**config.mk**
```make
export PLATFORM = sky130hd
export DESIGN_NAME = spireg_target
export DESIGN_NICKNAME = d
export VERILOG_FILES = /design/src/rtl/spireg_pkg.sv /design/src/rtl/spireg_pin_sync.sv /design/src/rtl/spireg_shifter.sv /design/src/rtl/spireg_regs.sv /design/src/rtl/spireg_target.sv
export SDC_FILE = /design/constraint.sdc
export NUM_CORES = 1
export LEC_CHECK = 0
export ABC_AREA = 1
export BUFFER_PORTS_ARGS = -buffer_cell sky130_fd_sc_hd__buf_2
export CAP_MARGIN = 30
export CELL_PAD_IN_SITES_DETAIL_PLACEMENT = 0
export CELL_PAD_IN_SITES_GLOBAL_PLACEMENT = 1
export CORE_UTILIZATION = 39
export CTS_BUF_LIST = sky130_fd_sc_hd__clkbuf_2 sky130_fd_sc_hd__clkbuf_4 sky130_fd_sc_hd__clkbuf_8
export DETAILED_ROUTE_END_ITERATION = 10
export GPL_TIMING_DRIVEN = 0
export PLACE_DENSITY_LB_ADDON = 0.1
export SLEW_MARGIN = 20
export SYNTH_ARGS = -nofsm -noshare
export SYNTH_HDL_FRONTEND = slang
export SYNTH_HIERARCHICAL = 1
export SYNTH_SLANG_ARGS = --single-unit
```
**constraint.sdc**
```tcl
create_clock -name clk -period 1.95 [get_ports clk]
set_clock_uncertainty 0.2 [all_clocks]
set_input_delay 0.195 -clock clk [delete_from_list [all_inputs] [get_ports clk]]
set_output_delay 0.195 -clock clk [all_outputs]
set_load 0.1 [all_outputs]
```
**src/rtl/spireg_pkg.sv**
```systemverilog
package spireg_pkg;

    localparam int FRAME_W   = 16;
    localparam int ADDR_W    = 5;
    localparam int DATA_W    = 10;
    localparam int CFG_COUNT = 8;
    localparam int FAULT_BIT = 0;
    localparam int EXTREF_BIT = 5;

    localparam logic [ADDR_W-1:0] A_RAW     = 5'h00;
    localparam logic [ADDR_W-1:0] A_FILT    = 5'h01;
    localparam logic [ADDR_W-1:0] A_FLAGS   = 5'h02;
    localparam logic [ADDR_W-1:0] A_CFG_LO  = 5'h03;
    localparam logic [ADDR_W-1:0] A_EXTREF  = 5'h09;
    localparam logic [ADDR_W-1:0] A_WEN     = 5'h0C;
    localparam logic [ADDR_W-1:0] SHD_OFS   = 5'h10;

    localparam logic [DATA_W-1:0] UNLOCK_KEY = 10'h294;
    localparam int EXTREF_IDX = int'(A_EXTREF) - int'(A_CFG_LO);

    typedef struct packed {
        logic [ADDR_W-1:0] addr;
        logic              wr;
        logic [DATA_W-1:0] data;
    } frame_t;

    function automatic logic [ADDR_W-1:0] cfg_addr(input int idx);
        return A_CFG_LO + ADDR_W'(idx);
    endfunction

    function automatic logic [ADDR_W-1:0] shd_addr(input int idx);
        return A_CFG_LO + SHD_OFS + ADDR_W'(idx);
    endfunction

endpackage

```
**src/rtl/spireg_pin_sync.sv**
```systemverilog
module spireg_pin_sync #(
    parameter int         STAGES  = 2,
    parameter int         W       = 3,
    parameter logic [W-1:0] RST_VAL = '0
) (
    input  logic         clk,
    input  logic         rst,
    input  logic [W-1:0] d,
    output logic [W-1:0] q,
    output logic [W-1:0] rise,
    output logic [W-1:0] fall
);
    logic [W-1:0] stg [0:STAGES];

    always_ff @(posedge clk) begin
        if (rst) begin
            for (int s = 0; s <= STAGES; s++) stg[s] <= RST_VAL;
        end else begin
            stg[0] <= d;
            for (int s = 1; s <= STAGES; s++) stg[s] <= stg[s-1];
        end
    end

    assign q    = stg[STAGES-1];
    assign rise = stg[STAGES-1] & ~stg[STAGES];
    assign fall = ~stg[STAGES-1] & stg[STAGES];
endmodule

```
**src/rtl/spireg_shifter.sv**
```systemverilog
module spireg_shifter
    import spireg_pkg::*;
(
    input  logic               clk,
    input  logic               rst,
    input  logic               selected,
    input  logic               sclk_rise,
    input  logic               sclk_fall,
    input  logic               cs_fall,
    input  logic               cs_rise,
    input  logic               mosi_q,
    input  logic [FRAME_W-1:0] load_word,
    output logic               frame_done,
    output logic               frame_ok,
    output frame_t             rx_word,
    output logic               miso
);
    localparam int CNT_W = $clog2(FRAME_W + 2);
    localparam logic [CNT_W-1:0] CNT_FULL = CNT_W'(FRAME_W);
    localparam logic [CNT_W-1:0] CNT_OVER = CNT_W'(FRAME_W + 1);

    logic [FRAME_W-1:0] rx_sr;
    logic [FRAME_W-1:0] tx_sr;
    logic [CNT_W-1:0]   bit_cnt;

    always_ff @(posedge clk) begin
        if (rst) begin
            rx_sr      <= '0;
            tx_sr      <= '0;
            bit_cnt    <= '0;
            frame_done <= 1'b0;
            frame_ok   <= 1'b0;
        end else begin
            frame_done <= 1'b0;
            if (cs_fall) begin
                tx_sr   <= load_word;
                rx_sr   <= '0;
                bit_cnt <= '0;
            end else if (selected) begin
                if (sclk_rise) begin
                    rx_sr <= {mosi_q, rx_sr[FRAME_W-1:1]};
                    if (bit_cnt != CNT_OVER) bit_cnt <= bit_cnt + 1'b1;
                end
                if (sclk_fall) tx_sr <= {1'b0, tx_sr[FRAME_W-1:1]};
            end
            if (cs_rise) begin
                frame_done <= 1'b1;
                frame_ok   <= (bit_cnt == CNT_FULL);
            end
        end
    end

    assign rx_word = frame_t'(rx_sr);
    assign miso    = selected & tx_sr[0];

    AST_TX_HOLD: assert property (@(posedge clk) disable iff (rst)
        (!sclk_fall && !cs_fall) |=> $stable(tx_sr));
    AST_DONE_PULSE: assert property (@(posedge clk) disable iff (rst)
        frame_done |=> !frame_done);
endmodule

```
**src/rtl/spireg_regs.sv**
```systemverilog
module spireg_regs
    import spireg_pkg::*;
(
    input  logic               clk,
    input  logic               rst,
    input  logic               frame_done,
    input  logic               frame_ok,
    input  frame_t             rx_word,
    input  logic [DATA_W-1:0]  raw_code,
    input  logic [DATA_W-1:0]  filt_code,
    output logic [FRAME_W-1:0] load_word,
    output logic               ext_ref_sel
);
    logic [CFG_COUNT-1:0][DATA_W-1:0] cfg;
    logic [CFG_COUNT-1:0][DATA_W-1:0] shd;
    logic [CFG_COUNT-1:0]             pair_diff;
    logic [DATA_W-1:0]                wen;
    logic [DATA_W-1:0]                rdata;
    logic [DATA_W-1:0]                flags;
    logic [ADDR_W-1:0]                rd_addr;
    logic                             rd_pend;
    logic                             mv_fault;
    logic                             unlocked;
    logic                             wr_go;

    assign unlocked = (wen == UNLOCK_KEY);
    assign wr_go    = frame_done & frame_ok & rx_word.wr;

    generate
        for (genvar g = 0; g < CFG_COUNT; g++) begin : g_pair
            assign pair_diff[g] = (cfg[g] != shd[g]);
        end
    endgenerate

    always_ff @(posedge clk) begin
        if (rst) begin
            cfg      <= '0;
            shd      <= '0;
            wen      <= '0;
            rd_pend  <= 1'b0;
            rd_addr  <= '0;
            mv_fault <= 1'b0;
        end else begin
            mv_fault <= |pair_diff;
            if (wr_go && rx_word.addr == A_WEN) wen <= rx_word.data;
            for (int i = 0; i < CFG_COUNT; i++) begin
                if (wr_go && unlocked && rx_word.addr == cfg_addr(i)) cfg[i] <= rx_word.data;
                if (wr_go && unlocked && rx_word.addr == shd_addr(i)) shd[i] <= rx_word.data;
            end
            if (frame_done) begin
                rd_pend <= frame_ok & ~rx_word.wr;
                rd_addr <= rx_word.addr;
            end
        end
    end

    always_comb begin
        flags            = '0;
        flags[FAULT_BIT] = mv_fault;
        rdata            = '0;
        case (rd_addr)
            A_RAW:   rdata = raw_code;
            A_FILT:  rdata = filt_code;
            A_FLAGS: rdata = flags;
            A_WEN:   rdata = wen;
            default: rdata = '0;
        endcase
        for (int i = 0; i < CFG_COUNT; i++) begin
            if (rd_addr == cfg_addr(i)) rdata = cfg[i];
            if (rd_addr == shd_addr(i)) rdata = shd[i];
        end
    end

    assign load_word   = rd_pend ? {{(FRAME_W-DATA_W){1'b0}}, rdata} : '0;
    assign ext_ref_sel = cfg[EXTREF_IDX][EXTREF_BIT];

    AST_LOCKED_HOLD: assert property (@(posedge clk) disable iff (rst)
        (frame_done && !unlocked) |=> ($stable(cfg) && $stable(shd)));
    AST_IDLE_HOLD: assert property (@(posedge clk) disable iff (rst)
        !frame_done |=> ($stable(cfg) && $stable(shd) && $stable(wen)));
    AST_FAULT_CLEAR: assert property (@(posedge clk) disable iff (rst)
        (cfg == shd) |=> !mv_fault);
    AST_PEND_SRC: assert property (@(posedge clk) disable iff (rst)
        $rose(rd_pend) |-> $past(frame_done));
endmodule

```
**src/rtl/spireg_target.sv**
```systemverilog
module spireg_target
    import spireg_pkg::*;
#(
    parameter int SYNC_STAGES = 2
) (
    input  logic              clk,
    input  logic              rst,
    input  logic              sclk,
    input  logic              cs_n,
    input  logic              mosi,
    output logic              miso,
    input  logic [DATA_W-1:0] raw_code,
    input  logic [DATA_W-1:0] filt_code,
    output logic              ext_ref_sel
);
    logic [2:0]         pin_q, pin_rise, pin_fall;
    logic               frame_done, frame_ok;
    frame_t             rx_word;
    logic [FRAME_W-1:0] load_word;

    spireg_pin_sync #(
        .STAGES  (SYNC_STAGES),
        .W       (3),
        .RST_VAL (3'b010)
    ) u_sync (
        .clk  (clk),
        .rst  (rst),
        .d    ({mosi, cs_n, sclk}),
        .q    (pin_q),
        .rise (pin_rise),
        .fall (pin_fall)
    );

    spireg_shifter u_shift (
        .clk        (clk),
        .rst        (rst),
        .selected   (~pin_q[1]),
        .sclk_rise  (pin_rise[0]),
        .sclk_fall  (pin_fall[0]),
        .cs_fall    (pin_fall[1]),
        .cs_rise    (pin_rise[1]),
        .mosi_q     (pin_q[2]),
        .load_word  (load_word),
        .frame_done (frame_done),
        .frame_ok   (frame_ok),
        .rx_word    (rx_word),
        .miso       (miso)
    );

    spireg_regs u_regs (
        .clk         (clk),
        .rst         (rst),
        .frame_done  (frame_done),
        .frame_ok    (frame_ok),
        .rx_word     (rx_word),
        .raw_code    (raw_code),
        .filt_code   (filt_code),
        .load_word   (load_word),
        .ext_ref_sel (ext_ref_sel)
    );

    AST_EXTREF_HOLD: assert property (@(posedge clk) disable iff (rst)
        !frame_done |=> $stable(ext_ref_sel));
endmodule

```
==> results.sh, run 1 <==
export IMPL_outcome="finished, violations left"
export IMPL_violations="negative setup slack"
export IMPL_worst_slack_ns=-0.783
export IMPL_timing_final_max_slew_violations=0
export IMPL_cts_sinks=224
export IMPL_cp_startpoint="u_regs/rd_addr[0]$_SDFFE_PP0P_"
export IMPL_areaGrowthSynthToFinish_pct=52.9
export IMPL_grt_usage_pct=28.9
export IMPL_crit_fanout=4
export IMPL_intPower_mw=7.80
export IMPL_rows=62
export IMPL_drcViolationCount=0
export IMPL_hp_class="in -> reg"
export IMPL_antenna_left=0
export IMPL_first_iter_violations=1017
export IMPL_power_switching_share_pct=25.4
export IMPL_slew_headroom_pct=32.0
export IMPL_first_pass_iters=5
export IMPL_grt_antenna_before_repair=0
export IMPL_clkTransAtPathRegs_ns=0.06
export IMPL_root_buffer="clkbuf_8"
export IMPL_cp_endpoint="u_shift/tx_sr[9]$_SDFFE_PP0P_"
export IMPL_finalNonFillerCells=2242
export IMPL_critical_path_required_ns=2.22
export IMPL_insertion_delay_ns=0.57
export IMPL_combPwrFrac_pct=6.5
export IMPL_place_gp_congestion=0.829
export IMPL_power_density_nw_per_um2=599
export IMPL_postPlaceCellArea_um2=12200
export IMPL_ff_latch_area_um2=4510
export IMPL_grt_met3_usage_pct=4.30
export IMPL_clock_power_share_pct=49.5
export IMPL_grt_pass1_wl_um=66700
export IMPL_routed_via_density=5.26
export IMPL_start_kind="flop"
export IMPL_syn_inst=1669
export IMPL_die_w_um=173
export IMPL_nets=1852
export IMPL_cp_end_kind="flop"
export IMPL_fin_setup_tns_ns=-70.02
export IMPL_power_frac_seq_pct=44.0
export IMPL_ios=27
export IMPL_max_freq_mhz=366
export IMPL_overflow=0
export IMPL_report_final_setup_viol=174
export IMPL_tightest_slew_ns=1.02
export IMPL_dp_hpwl_um=27600
export IMPL_crit_type="reg -> reg"
export IMPL_p_leak_nw=6.78
export IMPL_dp_cells=2091
export IMPL_cts_path_max_buffers=3
export IMPL_rsz0062_at_grt="true"
export IMPL_grt_pass1_vias=11370
export IMPL_ff2ff_setup_slack_ns=-0.78
export IMPL_min_period_over_period_pct=140
export IMPL_cap_violations=0
export IMPL_n_antenna_cell=0
export IMPL_ys_warnings_count=6
export IMPL_core_um2=28800
export IMPL_portBuffers=26
export IMPL_vias=11801
export IMPL_netlist_area_um2=11400
export IMPL_htree_levels=2
export IMPL_start_util_pct=39.7
export IMPL_wl_per_cell_um=20.0
export IMPL_drive_gt1_share_pct=38.3
export IMPL_r2r_start="u_regs/rd_addr[0]$_SDFFE_PP0P_"
export IMPL_p_sw_mw=2.66
export IMPL_tritoncts="built"
export IMPL_hold_viol=0
export IMPL_routed_wl_um=44900
export IMPL_synth_area_per_cell_um2=6.85
export IMPL_r2r_end="u_shift/tx_sr[9]$_SDFFE_PP0P_"
export IMPL_die_h_um=173
export IMPL_finalCriticalPeriod_ns=2.73
export IMPL_stdcell_area_um2=17500
export IMPL_reg2regPathDepth=20
export IMPL_cts_buffers=43
export IMPL_cp_arrival_ns=3.00
export IMPL_fillers=2563
export IMPL_die_area_um2=30000
export IMPL_multi_input_area_um2=8080
export IMPL_grt_max_degree=12
export IMPL_top_usage_layer="met2"
export IMPL_grt_use_met1_pct=40.1
export IMPL_hold_worst_slack_ns=0.191
export IMPL_vdd_drop_max_v=0.000654
export IMPL_grt_use_met2_pct=44.4
==> placed cells by master, fill, tap and decap left out, types with 10 or more instances in the layout <==
master / count
clkbuf_4: 10
dfxtp_1: 215
buf_2: 40
a211oi_2: 131
buf_8: 23
nor2_1: 108
a21oi_1: 21
buf_6: 28
nand2_8: 16
buf_4: 19
xor2_1: 42
clkbuf_1: 23
nand2_1: 265
o21ai_0: 22
o22ai_1: 41
a31oi_1: 15
nand4_1: 21
clkbuf_8: 55
nand3_2: 14
nand2_2: 45
nor2_2: 12
nor2_4: 169
clkbuf_16: 17
buf_12: 27
inv_1: 257
a211oi_1: 42
nand3_1: 25
==> routing by layer <==
| layer | vias up | share of wire [%] | routed length, um |
|---|---|---|---|
| met2 | 368 | 45 | 20300 |
| met1 | 5617 | 45 | 20200 |
| met5 | - | 0 | 0 |
| met4 | 0 | 3.7 | 1680 |
| li1 | 5707 | - | - |
| met3 | 109 | 5.8 | 2620 |
==> what timing repair did <==
action	CTS	global route
setup endpoints to repair	182	182
hold buffers	7	0
endpoints found under the hold margin	15	0
buffers inserted	25	4
resized for setup	505	391
cloned	29	9
pin swaps	119	46
==> flip-flops by register name, summed over array words and instances (netlist names) <==
register / flops
u_regs/rd_addr: 5
u_shift/tx_sr: 16
u_shift/frame_ok: 1
u_sync/stg: 8
u_regs/shd: 80
u_regs/wen: 10
u_regs/cfg: 79
u_regs/rd_pend: 1
u_shift/frame_done: 1
u_regs/mv_fault: 1
u_shift/bit_cnt: 5
u_regs/ext_ref_sel: 1
u_shift/rx_word: 16
==> worst max-delay path, cell delays in order (launching register included) <==
cell,delay [ns]
dfxtp_4,0.35
nor2_4,0.17
nand2_4,0.13
buf_6,0.15
nor2_4,0.13
nand2_1,0.07
nand3_1,0.08
nor2_1,0.05
o21ai_1,0.16
nand3_1,0.14
nand2_1,0.09
nand2_1,0.08
nand2_1,0.06
nand2_1,0.06
nand2_1,0.06
nand2_1,0.07
nand2_1,0.06
nand2_1,0.07
a21oi_2,0.19
nand2_1,0.09
a31oi_1,0.15
==> metrics by stage <==
step           util (%)  setup WS [ns]  power [mW]
2_1_floorplan         -        -0.0967        5.00
3_3_place_gp       42.0         -0.969        5.22
3_5_place_dp       42.3         -0.979        5.22
4_1_cts            54.2         -0.760        10.5
5_1_grt            60.7         -0.917        10.8
6_report           60.7         -0.783        10.5
==> worst min path at each step <==
| stage | start | endpoint | slack [ns] | depth (start not counted) |
|---|---|---|---|---|
| 4_1_cts | rst | u_sync/stg[0][0]$_SDFF_PP0_ | 0.17 | 3 |
| 3_5_place_dp | cs_n | u_sync/stg[0][1]$_SDFF_PP1_ | 0.19 | 3 |
| 2_1_floorplan | rst | u_sync/stg[0][0]$_SDFF_PP0_ | 0.07 | 1 |
| 5_1_grt | rst | u_sync/stg[0][2]$_SDFF_PP0_ | 0.18 | 3 |
| 3_3_place_gp | cs_n | u_sync/stg[0][1]$_SDFF_PP1_ | 0.18 | 3 |
| 6_report | rst | u_sync/stg[0][0]$_SDFF_PP0_ | 0.19 | 3 |
==> area by class of cell <==
type                    count  share of cell area, %
clock buffers              65                   4.76
repair buffers            102                   7.70
flip-flops and latches    224                   25.8
clock inverters            14                  0.737
plain buffers             103                   5.98
inverters                 274                   6.01
repair inverters            2                 0.0573
multi-input cells        1074                   46.2
well taps                 384                   2.75
==> power groups by stage <==
stage | Sequential (mW) | Combinational, mW | Clock [mW]
3_5_place_dp | 4.71 | 0.512 | 0
4_1_cts | 4.60 | 0.624 | 5.28
5_1_grt | 4.60 | 0.727 | 5.52
2_1_floorplan | 4.70 | 0.296 | 0
3_3_place_gp | 4.70 | 0.511 | 0
6_report | 4.60 | 0.682 | 5.18
Power figures use the tool's default switching activity.
==> run 2: changes to the inputs <==
--- a/config.mk
+++ b/config.mk
@@ -10,10 +10,9 @@
 export CAP_MARGIN = 30
 export CELL_PAD_IN_SITES_DETAIL_PLACEMENT = 0
 export CELL_PAD_IN_SITES_GLOBAL_PLACEMENT = 1
-export CORE_UTILIZATION = 39
+export CORE_UTILIZATION = 40
 export CTS_BUF_LIST = sky130_fd_sc_hd__clkbuf_2 sky130_fd_sc_hd__clkbuf_4 sky130_fd_sc_hd__clkbuf_8
 export DETAILED_ROUTE_END_ITERATION = 10
-export GPL_TIMING_DRIVEN = 0
 export PLACE_DENSITY_LB_ADDON = 0.1
 export SLEW_MARGIN = 20
 export SYNTH_ARGS = -nofsm -noshare
==> run 2 against run 1 <==
Effect of this change: clock power fell by 12%; die area shrank 2.5%; largest power group is now sequential cells; largest cell class unchanged; critical path type unchanged; first-iteration DRC count fell by 26%; fmax grew 7.5%; count of clock-buffer cells in the layout unchanged; sequential power is essentially flat; cell count increased by 2.3%; the flow still finishes with violations (negative setup slack); global-route usage barely moved.
==> results.sh, run 2 (same netlist as run 1, synthesis figures left out) <==
export IMPL_htree_levels=2
export IMPL_start_util_pct=40.9
export IMPL_first_pass_iters=5
export IMPL_first_iter_violations=755
export IMPL_vdd_drop_max_v=0.000460
export IMPL_largest_reg_flops=80
export IMPL_max_freq_mhz=393
export IMPL_most_common_layout_cells="275 x nand2_1, 260 x inv_1, 217 x dfxtp_1, 145 x buf_4, 140 x nor2_4"
export IMPL_place_gp_congestion=0.909
export IMPL_cap_violations=0
export IMPL_areaGrowthSynthToFinish_pct=58.0
export IMPL_grt_usage_pct=28.9
export IMPL_tightest_slew_ns=0.935
export IMPL_worst_slack_ns=-0.592
export IMPL_overflow=0
export IMPL_timing_final_max_slew_violations=0
export IMPL_postPlaceCellArea_um2=13200
export IMPL_crit_type="reg -> reg"
export IMPL_cts_buffers=42
export IMPL_cp_end_kind="flop"
export IMPL_n_antenna_cell=0
export IMPL_stdcell_area_um2=18100
export IMPL_hold_worst_slack_ns=0.188
export IMPL_power_density_nw_per_um2=539
export IMPL_min_period_over_period_pct=130
export IMPL_fin_setup_tns_ns=-77.80
export IMPL_violations="negative setup slack"
export IMPL_insertion_delay_ns=0.54
export IMPL_core_um2=27900
export IMPL_grt_pass1_vias=11457
export IMPL_fillers=2366
export IMPL_clkTransAtPathRegs_ns=0.06
export IMPL_wl_per_cell_um=18.5
export IMPL_slew_headroom_pct=37.2
export IMPL_cts_path_max_buffers=3
export IMPL_rsz0062_at_grt="true"
export IMPL_routed_wl_um=42500
export IMPL_p_leak_nw=7.37
export IMPL_die_w_um=171
export IMPL_drive_gt1_share_pct=39.8
export IMPL_nets=1920
export IMPL_outcome="finished, violations left"
export IMPL_dp_hpwl_um=25300
export IMPL_layout_commonest_cell="nand2_1"
export IMPL_top_regs="u_regs/shd x80, u_regs/cfg x79"
export IMPL_critical_path_required_ns=2.19
export IMPL_hold_viol=0
export IMPL_die_h_um=171
export IMPL_report_final_setup_viol=171
export IMPL_start_kind="flop"
export IMPL_drcViolationCount=0
export IMPL_finalCriticalPeriod_ns=2.54
export IMPL_post_route_util_pct=64.7
export IMPL_rows=61
export IMPL_grt_pass1_wl_um=64700
export IMPL_crit_path_cell_trace="nor4_4, nand4_1, nor4_2, buf_4, and2_4, buf_12, buf_12, nand2_8, buf_16, a211oi_1"
export IMPL_cts_sinks=224
export IMPL_regMostFlops="u_regs/shd"
export IMPL_path_buf_inv=4
export IMPL_max_stage_delay_ns=0.33
export IMPL_crit_slowest_cell="dfxtp_2"
export IMPL_path_common_cell="buf_12"
export IMPL_cp_arrival_ns=2.78
export IMPL_crit_fanout=8
export IMPL_antenna_left=0
export IMPL_routed_via_density=5.18
export IMPL_root_buffer="clkbuf_8"
export IMPL_ios=27
export IMPL_vias=11877
export IMPL_die_area_um2=29300
export IMPL_grt_antenna_before_repair=0
export IMPL_crit_family="simple AND/OR/NAND/NOR gates"
export IMPL_portBuffers=26
export IMPL_tritoncts="built"
export IMPL_hp_class="in -> reg"
export IMPL_grt_max_degree=56
==> run 2: cell count changes in the layout (fill, tap and decap cells not counted), sizes merged, moves of 5 or more <==
cell	delta
buf	+126
clkbuf	-41
clkdlybuf4s15	-6
clkinvlp	-6
clkinv	-5
==> run 2: stage by stage <==
stage	std cells	worst slack [ns]	power, mW
after floorplan	1674	-0.0967	5.00
after global placement	2151	-0.619	5.18
after detailed placement	2151	-0.640	5.17
after CTS	2288	-0.599	9.76
after global routing	2294	-0.707	10.1
final	2294	-0.592	9.75
==> run 2: area by class of cell <==
type                       instances  area [um2]  share of cell area [%]
multi-input combinational       1071        7830                    43.3
tap                              378         473                    2.62
clock buffer                      65         788                    4.36
timing repair buffer             279        3420                    18.9
clock inverter                     3        18.8                   0.104
inverter                         274        1040                    5.75
sequential                       224        4500                    24.9
==> run 2: report_power, final <==
part / switching (mW) / internal [mW] / leakage (nW) / total [mW]
combinational: 0.397 / 0.213 / 5.12 / 0.610
clock: 1.99 / 2.54 / 0.436 / 4.54
sequential: 0.0103 / 4.59 / 1.81 / 4.60
total: 2.40 / 7.35 / 7.37 / 9.75
==> run 2: path summary, 6_finish.rpt <==
kind	startpoint	end	slack, ns	cells past startpoint
max reg2reg	u_regs/wen[5]$_SDFFE_PP0P_	u_regs/shd[51]$_SDFFE_PP0P_	-0.59	10
max	u_regs/wen[5]$_SDFFE_PP0P_	u_regs/shd[51]$_SDFFE_PP0P_	-0.59	10
min	sclk	u_sync/stg[0][0]$_SDFF_PP0_	0.19	4
min reg2reg	u_sync/stg[0][0]$_SDFF_PP0_	u_sync/stg[0][3]$_SDFF_PP0_	0.20	2
==> run 2: per-layer routing <==
| layer | part of all wire [%] | wire length, um | track usage (%) |
|---|---|---|---|
| met4 | 3.0 | 1270 | 12.1 |
| met1 | 45 | 19000 | 37.8 |
| met2 | 48 | 20400 | 47.6 |
| met3 | 4.5 | 1930 | 3.86 |
| met5 | 0 | 0 | 0 |
==> run 2: timing repair <==
action	4_1_cts	5_1_grt
pin swaps	20	71
endpoints found under the hold margin	37	0
gates cloned	42	2
gates resized for setup	463	195
hold buffers	5	0
endpoints found under the setup margin	172	172
setup buffers	23	7
==> run 2: worst register-to-register path, cell delays in order (launching register included) <==
cell and delay, ns:
dfxtp_2 0.33, nor4_4 0.33, nand4_1 0.19, nor4_2 0.24, buf_4 0.16, and2_4 0.15, buf_12 0.16, buf_12 0.12
nand2_8 0.08, buf_16 0.20, a211oi_1 0.28
